## src/rtl/wdc_pkg.sv

```systemverilog
package wdc_pkg;
    typedef enum logic [1:0] {
        CS_HOLD = 2'd0,
        CS_RUN  = 2'd1,
        CS_HALT = 2'd2
    } cnt_state_t;

    typedef enum logic [1:0] {
        IRQ_IDLE  = 2'd0,
        IRQ_LEVEL = 2'd1,
        IRQ_PULSE = 2'd2
    } irq_state_t;
endpackage

```

## src/rtl/wdc_kick_edge.sv

```systemverilog
module wdc_kick_edge (
    input  logic clk,
    input  logic rst_n,
    input  logic kick_in,
    output logic kick_rise
);
    logic kick_prev;

    always_ff @(posedge clk or negedge rst_n) begin
        if (!rst_n) kick_prev <= 1'b0;
        else        kick_prev <= kick_in;
    end

    assign kick_rise = kick_in & ~kick_prev;
endmodule

```

## src/rtl/wdc_count_fsm.sv

```systemverilog
module wdc_count_fsm
    import wdc_pkg::*;
#(
    parameter int WIDTH = 24,
    parameter int BYTES = WIDTH / 8,
    parameter int IDX_W = (BYTES > 1) ? $clog2(BYTES) : 1
) (
    input  logic             clk,
    input  logic             rst_n,
    input  logic             tick_sec,
    input  logic             tick_fast,
    input  logic             xfer_start,
    input  logic             wr_en,
    input  logic             rd_en,
    input  logic [IDX_W-1:0] acc_idx,
    input  logic [7:0]       acc_wdata,
    input  logic             cnt_enable,
    input  logic             mode_oneshot,
    input  logic             kick_rise,
    output logic [WIDTH-1:0] count,
    output logic [WIDTH-1:0] snap,
    output logic             expire,
    output logic             presc_restart
);
    cnt_state_t       state, state_nx;
    logic [WIDTH-1:0] seed, wr_cnt, wr_seed;
    logic             kick, tick;

    always_comb begin
        wr_cnt  = count;
        wr_seed = seed;
        for (int b = 0; b < BYTES; b++) begin
            if (acc_idx == IDX_W'(b)) begin
                wr_cnt[b*8 +: 8]  = acc_wdata;
                wr_seed[b*8 +: 8] = acc_wdata;
            end
        end
    end

    assign kick   = cnt_enable & (rd_en | kick_rise);
    assign tick   = mode_oneshot ? tick_fast : tick_sec;
    assign expire = (state == CS_RUN) & cnt_enable & ~wr_en & ~kick & tick
                    & (count == WIDTH'(1));

    // state register
    always_ff @(posedge clk or negedge rst_n) begin
        if (!rst_n) state <= CS_HOLD;
        else        state <= state_nx;
    end

    // next-state decision
    always_comb begin
        state_nx = state;
        unique case (state)
            CS_HOLD: begin
                if (cnt_enable)
                    state_nx = (count != '0) ? CS_RUN : CS_HALT;
            end
            CS_RUN, CS_HALT: begin
                if (!cnt_enable)  state_nx = CS_HOLD;
                else if (wr_en)   state_nx = (wr_cnt != '0) ? CS_RUN : CS_HALT;
                else if (kick)    state_nx = (seed != '0) ? CS_RUN : CS_HALT;
                else if (expire)  state_nx = (!mode_oneshot && seed != '0) ? CS_RUN : CS_HALT;
            end
            default: state_nx = CS_HOLD;
        endcase
    end

    // datapath outputs: count, seed, snapshot, prescaler restart
    always_ff @(posedge clk or negedge rst_n) begin
        if (!rst_n) begin
            count         <= '0;
            seed          <= '0;
            snap          <= '0;
            presc_restart <= 1'b0;
        end else begin
            presc_restart <= wr_en;
            if (xfer_start) snap <= count;
            if (wr_en) begin
                count <= wr_cnt;
                seed  <= wr_seed;
            end else if (state != CS_HOLD && kick) begin
                count <= seed;
            end else if (state == CS_RUN && cnt_enable && tick && count != '0) begin
                if (count == WIDTH'(1)) count <= mode_oneshot ? '0 : seed;
                else                    count <= count - WIDTH'(1);
            end
        end
    end
endmodule

```

## src/rtl/wdc_irq_ctl.sv

```systemverilog
module wdc_irq_ctl
    import wdc_pkg::*;
#(
    parameter int PULSE_TICKS = 1024,
    parameter int PC_W = $clog2(PULSE_TICKS + 1)
) (
    input  logic clk,
    input  logic rst_n,
    input  logic tick_fast,
    input  logic expire,
    input  logic mode_oneshot,
    input  logic irq_enable,
    input  logic irq_select,
    input  logic flag_wr,
    input  logic flag_wdata,
    output logic alarm_flag,
    output logic irq_n
);
    irq_state_t      state, state_nx;
    logic [PC_W-1:0] pcnt;
    logic            pulse_end, armed;

    assign armed     = irq_enable & irq_select;
    assign pulse_end = (state == IRQ_PULSE) & tick_fast
                       & (pcnt == PC_W'(PULSE_TICKS - 1));

    // state register
    always_ff @(posedge clk or negedge rst_n) begin
        if (!rst_n) state <= IRQ_IDLE;
        else        state <= state_nx;
    end

    always_comb begin
        state_nx = state;
        unique case (state)
            IRQ_IDLE: begin
                if (expire && mode_oneshot && armed)            state_nx = IRQ_PULSE;
                else if (!mode_oneshot && alarm_flag && armed)  state_nx = IRQ_LEVEL;
            end
            IRQ_LEVEL: begin
                if (mode_oneshot || !alarm_flag || !armed)      state_nx = IRQ_IDLE;
            end
            IRQ_PULSE: begin
                if (pulse_end)                                  state_nx = IRQ_IDLE;
            end
            default: state_nx = IRQ_IDLE;
        endcase
    end

    // pulse timer and flag
    always_ff @(posedge clk or negedge rst_n) begin
        if (!rst_n) begin
            pcnt       <= '0;
            alarm_flag <= 1'b0;
        end else begin
            if (state != IRQ_PULSE)  pcnt <= '0;
            else if (tick_fast)      pcnt <= pcnt + PC_W'(1);
            if (expire)                       alarm_flag <= 1'b1;
            else if (pulse_end)               alarm_flag <= 1'b0;
            else if (flag_wr && !flag_wdata)  alarm_flag <= 1'b0;
        end
    end

    // outputs
    always_comb begin
        irq_n = (state == IRQ_IDLE);
    end
endmodule

```

## src/rtl/wdc_alarm_timer.sv

```systemverilog
module wdc_alarm_timer #(
    parameter int WIDTH       = 24,
    parameter int PULSE_TICKS = 1024,
    parameter int BYTES       = WIDTH / 8,
    parameter int IDX_W       = (BYTES > 1) ? $clog2(BYTES) : 1
) (
    input  logic             clk,
    input  logic             rst_n,
    input  logic             tick_sec,
    input  logic             tick_fast,
    input  logic             xfer_start,
    input  logic             acc_en,
    input  logic             acc_we,
    input  logic [IDX_W-1:0] acc_idx,
    input  logic [7:0]       acc_wdata,
    output logic [7:0]       acc_rdata,
    input  logic             cnt_enable,
    input  logic             mode_oneshot,
    input  logic             irq_enable,
    input  logic             irq_select,
    input  logic             flag_wr,
    input  logic             flag_wdata,
    output logic             alarm_flag,
    input  logic             kick_in,
    output logic             irq_n,
    output logic             presc_restart
);
    logic [WIDTH-1:0] cnt_q, snap_q, rd_src;
    logic             kick_rise, expire, idx_ok, wr_en, rd_en;

    assign idx_ok = (acc_idx < IDX_W'(BYTES));
    assign wr_en  = acc_en & acc_we & idx_ok;
    assign rd_en  = acc_en & ~acc_we & idx_ok;

    wdc_kick_edge i_kick (
        .clk       (clk),
        .rst_n     (rst_n),
        .kick_in   (kick_in),
        .kick_rise (kick_rise)
    );

    wdc_count_fsm #(.WIDTH(WIDTH), .BYTES(BYTES), .IDX_W(IDX_W)) i_count (
        .clk           (clk),
        .rst_n         (rst_n),
        .tick_sec      (tick_sec),
        .tick_fast     (tick_fast),
        .xfer_start    (xfer_start),
        .wr_en         (wr_en),
        .rd_en         (rd_en),
        .acc_idx       (acc_idx),
        .acc_wdata     (acc_wdata),
        .cnt_enable    (cnt_enable),
        .mode_oneshot  (mode_oneshot),
        .kick_rise     (kick_rise),
        .count         (cnt_q),
        .snap          (snap_q),
        .expire        (expire),
        .presc_restart (presc_restart)
    );

    wdc_irq_ctl #(.PULSE_TICKS(PULSE_TICKS)) i_irq (
        .clk          (clk),
        .rst_n        (rst_n),
        .tick_fast    (tick_fast),
        .expire       (expire),
        .mode_oneshot (mode_oneshot),
        .irq_enable   (irq_enable),
        .irq_select   (irq_select),
        .flag_wr      (flag_wr),
        .flag_wdata   (flag_wdata),
        .alarm_flag   (alarm_flag),
        .irq_n        (irq_n)
    );

    always_comb begin
        rd_src    = (cnt_enable && !mode_oneshot) ? snap_q : cnt_q;
        acc_rdata = 8'h00;
        for (int b = 0; b < BYTES; b++)
            if (acc_idx == IDX_W'(b)) acc_rdata = rd_src[b*8 +: 8];
    end
endmodule

```

## config.mk

```make
export PLATFORM = sky130hd
export DESIGN_NAME = wdc_alarm_timer
export DESIGN_NICKNAME = d
export VERILOG_FILES = /design/src/rtl/wdc_pkg.sv /design/src/rtl/wdc_kick_edge.sv /design/src/rtl/wdc_count_fsm.sv /design/src/rtl/wdc_irq_ctl.sv /design/src/rtl/wdc_alarm_timer.sv
export SDC_FILE = /design/constraint.sdc
export NUM_CORES = 1
export LEC_CHECK = 0
export CORE_ASPECT_RATIO = 1.5
export CORE_MARGIN = 3
export CORE_UTILIZATION = 54
export DETAILED_ROUTE_END_ITERATION = 7
export GPL_TIMING_DRIVEN = 0
export PLACE_DENSITY = 0.82
export SETUP_SLACK_MARGIN = 0.05
export SLEW_MARGIN = 10
export SYNTH_ARGS = -nofsm -noshare
export SYNTH_HDL_FRONTEND = slang
export SYNTH_SLANG_ARGS = --single-unit
```

## constraint.sdc

```tcl
create_clock -name clk -period 2.8 [get_ports clk]
set_clock_uncertainty 0.15 [all_clocks]
set_input_delay 0.28 -clock clk [delete_from_list [all_inputs] [get_ports clk]]
set_output_delay 0.28 -clock clk [all_outputs]
set_load 0.03 [all_outputs]
```

==> impl_results.md, run 1 <==
* Run status: completed
* Count of warnings emitted by yosys at 0
* Summed instance area of the synthesized netlist at 0.00536 mm2
* Worst voltage drop across the vdd grid at 0.690 mV
* Slew margin rel. at 0.545
* Transition time at the pin with the least slew margin at 0.680 ns
* Skew-Pair Late Insertion Delay at 0.35 ns
* Startpoint type of the worst setup path: flip-flop
* Number of nets in the synthesized netlist at 600
* Crit path time final at 2.74 ns
* Data required time of the critical path at 2.89 ns
* Post-synth top area cell: dfrtp_1
* Worst Setup End Kind: flip-flop
* Clock share of power at 0.216
* Layout filler cell count at 726
* Die outline width at 87.4 um
* Ordered list of cells on the worst path: or4_4 -> or2_4 -> o41a_1 -> or3_1 -> buf_6 -> a32o_1
* Worst hold slack at 0.153 ns
* Iteration count of the initial detailed-routing pass at 5
* Detail-routed net length per standard cell at 23.6 um
* Slew Viols, Final at 0
* Worst EP arrival at 2.83 ns
* Highest clock frequency the design can meet at 0.365 GHz
* Max-cap check violation count at 0
* Routed Wire Length at 17400 um
* PwrDens at 863 mW/mm2
* Post-synthesis instance total at 570
* Setup repair after global routing missed its margin: yes
* GP Congestion at 1.01
* Number of global-route vias before repair at 5081
* Antenna diode count at 0
* Detailed placer's ending HPWL at 12300 um
* Global-route wire length before repair at 27300 um
* Lkg Pwr at 2.69 nW
* Core Area at 0.00947 mm2
* Post-Syn Area per Cell at 9.41 um2
* Proportion of layout cells with a drive suffix above 1 at 0.197
* Final Hold Vio Count at 0
* Clock Tree Buf Depth at 2
* Worst path setup slack after routing at 0.0615 ns
* Reg power frac at 0.407
* DRC violation total after the first TritonRoute iteration at 427
* Reg clk slew, reported paths at 0.07 ns
* Critical path's largest stage delay at 0.51 ns
* Count of port buffers added during placement at 25
* Top-area cell type share of the netlist area at 0.420
* Drc violations at 0
* CTS sink cnt at 90
* CTS root buffer: clkbuf_16
* Fraction of the cycle the final worst path needs at 0.978
* Total of flip-flops plus latches after synthesis at 90
* Most used cells in the layout excluding fill and tap cells: dfrtp_1 (88), nand2_1 (57), nor2_1 (50)
* Worst slack after detailed placement at -0.656 ns
* Antenna violations before repair at 0
* Number of clock buffers inserted by TritonCTS at 9
* Ys async rst share at 1.00
* Post-layout nets at 649
* Num ports at 35
* Net switching power of the design at 2.24 mW
* Comb power frac at 0.377
* Dominant cells by area after synthesis: dfrtp_1 (42%), mux2_2 (8.0%), nand2_1 (4.0%), nor2_1 (3.6%), mux2i_1 (3.0%)
* Y dimension of the die at 128 um
* Final Total Pwr at 5.56 mW
* Mean number of vias per cell at 6.78
* Sequential fraction of the synthesis area at 0.420
* Full die area at 0.0112 mm2
* Internal Dissipation at 3.32 mW
* Ys flop type: dfrtp_1
* Crit path kind: reg2reg
* CTS H-tree depth at 3
* Switching power as a share of total power at 0.403
* Overall fraction of global-route tracks in use at 0.323
* Worst hold path type: in2reg
* Site Rows at 43
* Signed area change from the synthesized netlist to the final layout at 20.2%
* Starting density of the core at 0.566
* Final setup violation count at 0
* EDFF count, synth at 0
* Via count of the routed design at 4988
* Clock tree from TritonCTS: built
* Sum of overflow across all layers after global routing at 0
* Slowest library cell on the worst path: dfrtp_1
* Number of distinct standard cells referenced by the synthesized netlist at 60
* Most common cell after layout, fill and taps aside: dfrtp_1
* Count of antenna-violating nets left after detailed routing at 0
* Largest net degree at the start of global routing at 48
* Critical Path Fanout Max at 9
==> sequential cells by signal, indices dropped and copies added (netlist names) <==
signal / flops
i_kick.kick_prev: 1
i_count.snap: 24
i_irq.alarm_flag: 1
i_irq.state: 2
i_count.state: 2
i_count.count: 24
i_count.presc_restart: 1
i_irq.pcnt: 11
i_count.seed: 24
==> cell families (layout without fill, tap and decap cells) <==
kind of cell    after synthesis  count (layout)  share of synthesized area
compound gates              125             125                      0.163
fa+ha+maj                     6               6                     0.0140
mux                          59              59                      0.131
flops                        90              90                      0.420
simple gates                207             207                      0.192
xor+xnor                     21              21                     0.0343
buf+inv                      62             116                     0.0460
==> synthesized netlist by cell type (11+ instances only) <==
master / n
a21oi_1: 18
a221oi_1: 11
clkbuf_1: 34
dfrtp_1: 90
inv_1: 16
mux2_2: 38
mux2i_1: 16
nand2_1: 57
nand3_1: 26
nor2_1: 51
nor4_1: 12
o21ai_0: 25
o22ai_1: 16
xor2_1: 14
==> through the flow <==
step | std cells | utilization | setup TNS (ns) | area (um2)
floorplan | 570 | - | 0 | 5360
global placement | 707 | 0.607 | -188.64 | 5750
detailed placement | 708 | 0.610 | -15.15 | 5780
CTS | 729 | 0.659 | 0 | 6240
global route | 736 | 0.680 | 0 | 6440
finish | 736 | 0.680 | 0 | 6440
==> cell type report <==
type / count / area [um2] / area share
inverter: 16 / 60.1 / 0.00932
timing repair buffer: 45 / 457 / 0.0709
sequential: 90 / 2250 / 0.350
buffer: 39 / 205 / 0.0319
multi-input combinational: 418 / 3030 / 0.471
clock buffer: 9 / 225 / 0.0350
tap: 112 / 140 / 0.0218
clock inverter: 7 / 66.3 / 0.0103
==> power groups by stage <==
| stage | Sequential, mW | Clock [mW] | Combinational [mW] |
|---|---|---|---|
| 2_1_floorplan | 1.96 | 0 | 1.44 |
| 3_5_place_dp | 2.13 | 0 | 1.98 |
| 6_report | 2.27 | 1.20 | 2.10 |
| 5_1_grt | 2.30 | 1.26 | 2.27 |
| 4_1_cts | 2.18 | 1.21 | 1.99 |
| 3_3_place_gp | 2.10 | 0 | 1.92 |
==> per-layer routing <==
layer | up-vias | routed length, um | GRT usage
met3 | 83 | 1270 | 0.0495
met2 | 281 | 8490 | 0.528
li1 | 2208 | - | -
met4 | 0 | 1130 | 0.204
met1 | 2416 | 6470 | 0.392
met5 | - | 0 | 0
==> path summary, 6_finish.rpt <==
| kind | startpoint | slack (ns) | end | cells after the start |
|---|---|---|---|---|
| max | i_count.count[22] | 0.06 | i_count.count[19] | 6 |
| min | mode_oneshot | 0.15 | i_irq.state[0] | 2 |
| max reg2reg | i_count.count[22] | 0.06 | i_count.count[19] | 6 |
| min reg2reg | i_irq.state[0] | 0.30 | i_irq.state[1] | 1 |
| max in group asynchronous | rst_n | 1.56 | i_count.snap[4] | 3 |
| min in group asynchronous | rst_n | 0.32 | i_count.count[21] | 2 |
==> worst max-delay path, delay by kind of cell, from the launching register on <==
| family | cells | cell delay, ns |
|---|---|---|
| and+or+nand+nor | 3 | 1.16 |
| DFF | 1 | 0.51 |
| AOI/OAI and AO/OA | 2 | 0.66 |
| buffers and inverters | 1 | 0.15 |
==> timing repair <==
item | in CTS | in global routing
resized for setup | 33 | 35
cloned | 0 | 2
pin swaps | 8 | 6
endpoints found under the setup margin | 35 | 32
hold buffers | 1 | 0
endpoints found under the hold margin | 43 | 0
setup buffers | 8 | 8
No activity file was read; power rests on OpenSTA's default activity.
==> run 2: changes to the inputs <==
Settings changed: MAX_ROUTING_LAYER set to met4.
==> impl_results.md, run 2 (same netlist as run 1, synthesis figures left out) <==
* Count of antenna-violating nets left after detailed routing at 0 (unchanged)
* Worst slack after detailed placement at -0.707 ns (was -0.656 ns)
* Site Rows at 43 (unchanged)
* Clock Tree Buf Depth at 2 (unchanged)
* Detailed placer's ending HPWL at 12200 um (was 12300 um)
* Startpoint type of the worst setup path: flip-flop (unchanged)
* Worst hold start: mode_oneshot (unchanged)
* Starting density of the core at 0.566 (unchanged)
* Crit path time final at 2.72 ns (was 2.74 ns)
* Count of port buffers added during placement at 25 (unchanged)
* Data required time of the critical path at 2.88 ns (was 2.89 ns)
* Final setup violation count at 0 (unchanged)
* CTS H-tree depth at 3 (unchanged)
* Setup repair after global routing missed its margin: yes (unchanged)
* Full die area at 0.0112 mm2 (unchanged)
* Fraction of the cycle the final worst path needs at 0.970 (was 0.978)
* Most used cells in the layout excluding fill and tap cells: dfrtp_1 (88), nand2_1 (57), nor2_1 (49) (was dfrtp_1 (88), nand2_1 (57), nor2_1 (50))
* Startpoint of the most critical register-to-register path: i_count.count[19] (was i_count.count[22])
* Final Total Pwr at 5.39 mW (was 5.56 mW)
* Most common cell after layout, fill and taps aside: dfrtp_1 (unchanged)
* Proportion of layout cells with a drive suffix above 1 at 0.188 (was 0.197)
* Number of clock buffers inserted by TritonCTS at 9 (unchanged)
* Signed area change from the synthesized netlist to the final layout at 17.9% (was 20.2%)
* R2R setup slack at 0.08 ns (was 0.06 ns)
* Antenna violations before repair at 0 (unchanged)
* Antenna diode count at 0 (unchanged)
* Worst voltage drop across the vdd grid at 0.557 mV (was 0.690 mV)
* Global-route wire length before repair at 26200 um (was 27300 um)
* Detail-routed net length per standard cell at 23.3 um (was 23.6 um)
* Worst Setup End Kind: flip-flop (unchanged)
* Run status: completed (unchanged)
* Worst EP arrival at 2.80 ns (was 2.83 ns)
* Number of global-route vias before repair at 4774 (was 5081)
* Routed Wire Length at 17000 um (was 17400 um)
* Total negative slack at 0 ns (unchanged)
* Slew margin rel. at 0.531 (was 0.545)
* Mean number of vias per cell at 6.89 (was 6.78)
* CTS sink cnt at 90 (unchanged)
* Ordered list of cells on the worst path: or4_4 -> or2_4 -> o41a_4 -> or3_1 -> buf_6 -> a32o_1 (was or4_4 -> or2_4 -> o41a_1 -> or3_1 -> buf_6 -> a32o_1)
* Crit path kind: reg2reg (unchanged)
* Clock tree from TritonCTS: built (unchanged)
* Post-layout nets at 642 (was 649)
* Die outline width at 87.4 um (unchanged)
* Worst hold path type: in2reg (unchanged)
* DRC violation total after the first TritonRoute iteration at 583 (was 427)
* Core Area at 0.00947 mm2 (unchanged)
* Transition time at the pin with the least slew margin at 0.702 ns (was 0.680 ns)
* Via count of the routed design at 5020 (was 4988)
* Worst Setup EP: i_count.count[19] (unchanged)
* Num ports at 35 (unchanged)
* Iteration count of the initial detailed-routing pass at 5 (unchanged)
* Slowest library cell on the worst path: or4_4 (was dfrtp_1)
* Max-cap check violation count at 0 (unchanged)
* Slew Viols, Final at 0 (unchanged)
* Critical path's largest stage delay at 0.58 ns (was 0.51 ns)
* Biggest registers after layout: i_count.count x24, i_count.seed x24, i_count.snap x24 (unchanged)
* Sum of overflow across all layers after global routing at 0 (unchanged)
* Lkg Pwr at 2.62 nW (was 2.69 nW)
* Depth of the worst register-to-register path at 6 (unchanged)
* Reg clk slew, reported paths at 0.07 ns (about the same)
* Worst Hold Path Cells at 2 (unchanged)
* CTS root buffer: clkbuf_16 (unchanged)
* PwrDens at 853 mW/mm2 (was 863 mW/mm2)
* Overall fraction of global-route tracks in use at 0.319 (was 0.323)
* Worst path setup slack after routing at 0.0830 ns (was 0.0615 ns)
* Worst flop-to-flop path endpoint: i_count.count[19] (unchanged)
* Largest net degree at the start of global routing at 47 (was 48)
* Critical Path Fanout Max at 8 (was 9)
* Critical path origin: i_count.count[19] (was i_count.count[22])
* Drc violations at 0 (unchanged)
* Final Hold Vio Count at 0 (unchanged)
* Highest clock frequency the design can meet at 0.368 GHz (was 0.365 GHz)
* Skew-Pair Late Insertion Delay at 0.35 ns (about the same)
* Y dimension of the die at 128 um (unchanged)
* GP Congestion at 1.03 (was 1.01)
-- run 2: critical path: cells and delay by family (launching register included) --
family / cells / cell delay (ns)
buf+inv: 1 / 0.15
simple gates: 3 / 1.19
compound gates: 2 / 0.63
flops: 1 / 0.48
-- run 2: worst min-delay path by stage --
stage,endpoint,slack [ns]
after CTS,i_count.snap[23],0.25
after detailed placement,i_count.seed[22],0.18
after floorplan,i_count.count[0],-0.17
final,i_irq.state[0],0.17
after global routing,i_irq.state[0],0.19
after global placement,i_irq.state[1],0.28
-- run 2: metrics by stage --
stage | util | hold slack [ns] | instance area [um2] | cells
6_report | 0.668 | 0.165 | 6320 | 729
5_1_grt | 0.668 | 0.192 | 6320 | 729
4_1_cts | 0.658 | 0.254 | 6230 | 729
3_5_place_dp | 0.609 | 0.177 | 5770 | 708
3_3_place_gp | 0.607 | 0.281 | 5750 | 707
2_1_floorplan | - | -0.166 | 5360 | 570
-- run 2: area by class of cell --
class	count	area, um2
Inverter	16	60.1
Clock buffer	9	225
Multi-Input combinational cell	418	3020
Sequential cell	90	2250
Clock inverter	7	51.3
Tap cell	112	140
Buffer	39	204
Timing Repair Buffer	38	364
Fill cell	775	3150
-- run 2: power by group --
part | leakage [nW] | internal [mW] | total [mW] | switching [mW]
clock | 0.132 | 0.606 | 1.14 | 0.531
combinational | 1.41 | 0.930 | 2.00 | 1.07
sequential | 1.08 | 1.71 | 2.26 | 0.549
-- run 2: timing repair --
item | CTS | global route
setup buffers | 7 | 4
endpoints found under the hold margin | 45 | 0
hold buffers | 1 | 0
gates resized for setup | 32 | 30
pin swaps | 6 | 4
endpoints found under the setup margin | 35 | 33
-- run 2: per-layer routing --
metal / share of wire / vias to the layer above / global-route usage / wire (um)
met5: 0 / - / - / 0
met3: 0.074 / 80 / 0.0379 / 1260
li1: - / 2180 / - / -
met4: 0.056 / 0 / 0.165 / 952
met1: 0.38 / 2457 / 0.394 / 6460
met2: 0.49 / 303 / 0.509 / 8300
==> run 3: changes to the inputs <==
Settings changed: CORE_UTILIZATION 54 to 56, CTS_BUF_LIST set to sky130_fd_sc_hd__clkbuf_4 sky130_fd_sc_hd__clkbuf_8, PLACE_DENSITY 0.82 to 0.84.
==> impl_results.md, run 3 (same netlist as run 1, synthesis figures left out) <==
* Violated checks: setup timing
* Drc violations at 0 (unchanged)
* Total negative slack at -0.00440 ns (was 0 ns)
* Final setup violation count at 1 (was 0)
* Startpoint type of the worst setup path: flip-flop (unchanged)
* Clock tree from TritonCTS: built (unchanged)
* Core Area at 0.00931 mm2 (was 0.00947 mm2)
* Overall fraction of global-route tracks in use at 0.344 (was 0.319)
* Lkg Pwr at 2.61 nW (was 2.62 nW)
* Mean number of vias per cell at 6.82 (was 6.89)
* Biggest registers after layout: i_count.count x24, i_count.seed x24, i_count.snap x24 (unchanged)
* Skew-Pair Late Insertion Delay at 0.38 ns (was 0.35 ns)
* Crit path time final at 2.80 ns (was 2.72 ns)
* Fraction of the cycle the final worst path needs at 1.00 (was 0.970)
* Number of standard cells in the layout, taps in and fillers out at 728 (was 729)
* Routed Wire Length at 17500 um (was 17000 um)
* Worst voltage drop across the vdd grid at 0.608 mV (was 0.557 mV)
* Run status: finished with violations (was completed)
* DRC violation total after the first TritonRoute iteration at 480 (was 583)
* Num ports at 35 (unchanged)
* Full die area at 0.0108 mm2 (was 0.0112 mm2)
* Critical Path Fanout Max at 8 (unchanged)
* Final Hold Vio Count at 0 (unchanged)
* Slew Viols, Final at 0 (unchanged)
* Worst hold path type: in2reg (unchanged)
* Max-cap check violation count at 0 (unchanged)
* Most used cells in the layout excluding fill and tap cells: dfrtp_1 (87), nand2_1 (57), nor2_1 (50) (was dfrtp_1 (88), nand2_1 (57), nor2_1 (49))
* Y dimension of the die at 126 um (was 128 um)
* Clock Tree Buf Depth at 2 (unchanged)
* Die outline width at 85.9 um (was 87.4 um)
* Via count of the routed design at 4964 (was 5020)
* CTS root buffer: clkbuf_8 (was clkbuf_16)
* DP Area at 0.00578 mm2 (was 0.00577 mm2)
* Site Rows at 43 (unchanged)
* CTS sink cnt at 90 (unchanged)
* Count of antenna-violating nets left after detailed routing at 0 (unchanged)
* Largest net degree at the start of global routing at 48 (was 47)
* Cell count after placement at 708 (unchanged)
* GP Congestion at 1.05 (was 1.03)
* Data required time of the critical path at 2.92 ns (was 2.88 ns)
* Layout filler cell count at 774 (was 775)
* Setup repair after global routing missed its margin: yes (unchanged)
* Worst Setup End Kind: flip-flop (unchanged)
* Reg clk slew, reported paths at 0.09 ns (was 0.07 ns)
* Most common cell after layout, fill and taps aside: dfrtp_1 (unchanged)
* Proportion of layout cells with a drive suffix above 1 at 0.195 (was 0.188)
* Starting density of the core at 0.576 (was 0.566)
* Antenna diode count at 0 (unchanged)
* Transition time at the pin with the least slew margin at 0.771 ns (was 0.702 ns)
* Number of clock buffers inserted by TritonCTS at 9 (unchanged)
* Highest clock frequency the design can meet at 0.357 GHz (was 0.368 GHz)
* Worst EP arrival at 2.93 ns (was 2.80 ns)
* PwrDens at 833 mW/mm2 (was 853 mW/mm2)
* Final instance area at 0.00627 mm2 (was 0.00632 mm2)
* Post-layout nets at 641 (was 642)
* Crit path kind: reg2reg (unchanged)
* Number of global-route vias before repair at 5159 (was 4774)
* Slew margin rel. at 0.484 (was 0.531)
* Worst path setup slack after routing at -0.00440 ns (was 0.0830 ns)
* Global-route wire length before repair at 27300 um (was 26200 um)
* Final Total Pwr at 5.22 mW (was 5.39 mW)
* Detail-routed net length per standard cell at 24.1 um (was 23.3 um)
* Area of the multi-input gates at 0.00305 mm2 (was 0.00302 mm2)
* Iteration count of the initial detailed-routing pass at 6 (was 5)
* Count of port buffers added during placement at 25 (unchanged)
* Signed area change from the synthesized netlist to the final layout at 17.0% (was 17.9%)
* CTS H-tree depth at 3 (unchanged)
* Antenna violations before repair at 0 (unchanged)
* Sum of overflow across all layers after global routing at 0 (unchanged)
* Detailed placer's ending HPWL at 12700 um (was 12200 um)
* Combined flip-flop and latch cell area at 0.00226 mm2 (was 0.00225 mm2)
## run 3: cell types whose count changed in the layout (fill, tap and decap cells not counted), sizes merged
cell,previous run,this run
bufinv,0,1
clkdlybuf4s50,21,17
clkbuf,37,35
clkinv,3,1
buf,24,25
dlygate4sd2,1,2
dlymetal6s2s,2,5
clkinvlp,2,3
## run 3: cell type report
cell class,instances,share of cell area
Timing Repair Buffer,40,0.0638
Inverter,16,0.00957
Clock inverter,7,0.0120
Buffer,36,0.0275
Sequential cell,90,0.360
Multi-Input combinational cell,418,0.485
Tap cell,112,0.0223
Clock buffer,9,0.0197
## run 3: stage by stage
step	hold slack [ns]	setup WS, ns	util
after detailed placement	0.167	-0.626	0.621
final	0.105	-0.00440	0.674
after floorplan	-0.166	0.119	-
after global placement	0.278	-1.84	0.618
after CTS	0.201	0.0477	0.664
after global routing	0.125	-0.0345	0.674
## run 3: repair_timing
action	CTS	global route
resized for setup	34	34
setup buffers	11	2
hold buffers	1	0
pin swaps	11	11
setup endpoints to repair	35	33
hold endpoints to repair	43	0
## run 3: worst paths after layout
path	start	endpoint	slack, ns	cells after the start
hold reg to reg	i_irq.state[0]	i_irq.state[1]	0.30	1
hold / removal	mode_oneshot	i_irq.state[0]	0.10	2
setup reg to reg	i_count.count[19]	i_count.count[19]	-0.004	6
max in group asynchronous	rst_n	i_count.snap[6]	1.58	3
setup / recovery	i_count.count[19]	i_count.count[19]	-0.004	6
min in group asynchronous	rst_n	i_count.seed[22]	0.28	2
## run 3: where the power goes
group          leakage, nW  switching, mW  internal [mW]
logic                 1.44           1.07          0.940
registers             1.08          0.583           1.71
clock network       0.0923          0.503          0.417
total                 2.61           2.16           3.06
## run 3: worst max-delay path, cell delays in order, from the launching register on
cell and delay (ns):
dfrtp_2 0.42, or4_4 0.57, or2_4 0.25, o41a_1 0.44
buf_6 0.16, or3_4 0.43, a32o_1 0.27
## run 3: metal layers
layer | vias up | track usage | part of all wire
met2 | 271 | 0.552 | 0.49
met3 | 79 | 0.0687 | 0.070
li1 | 2184 | - | -
met1 | 2430 | 0.383 | 0.37
met4 | 0 | 0.226 | 0.062
met5 | - | - | 0
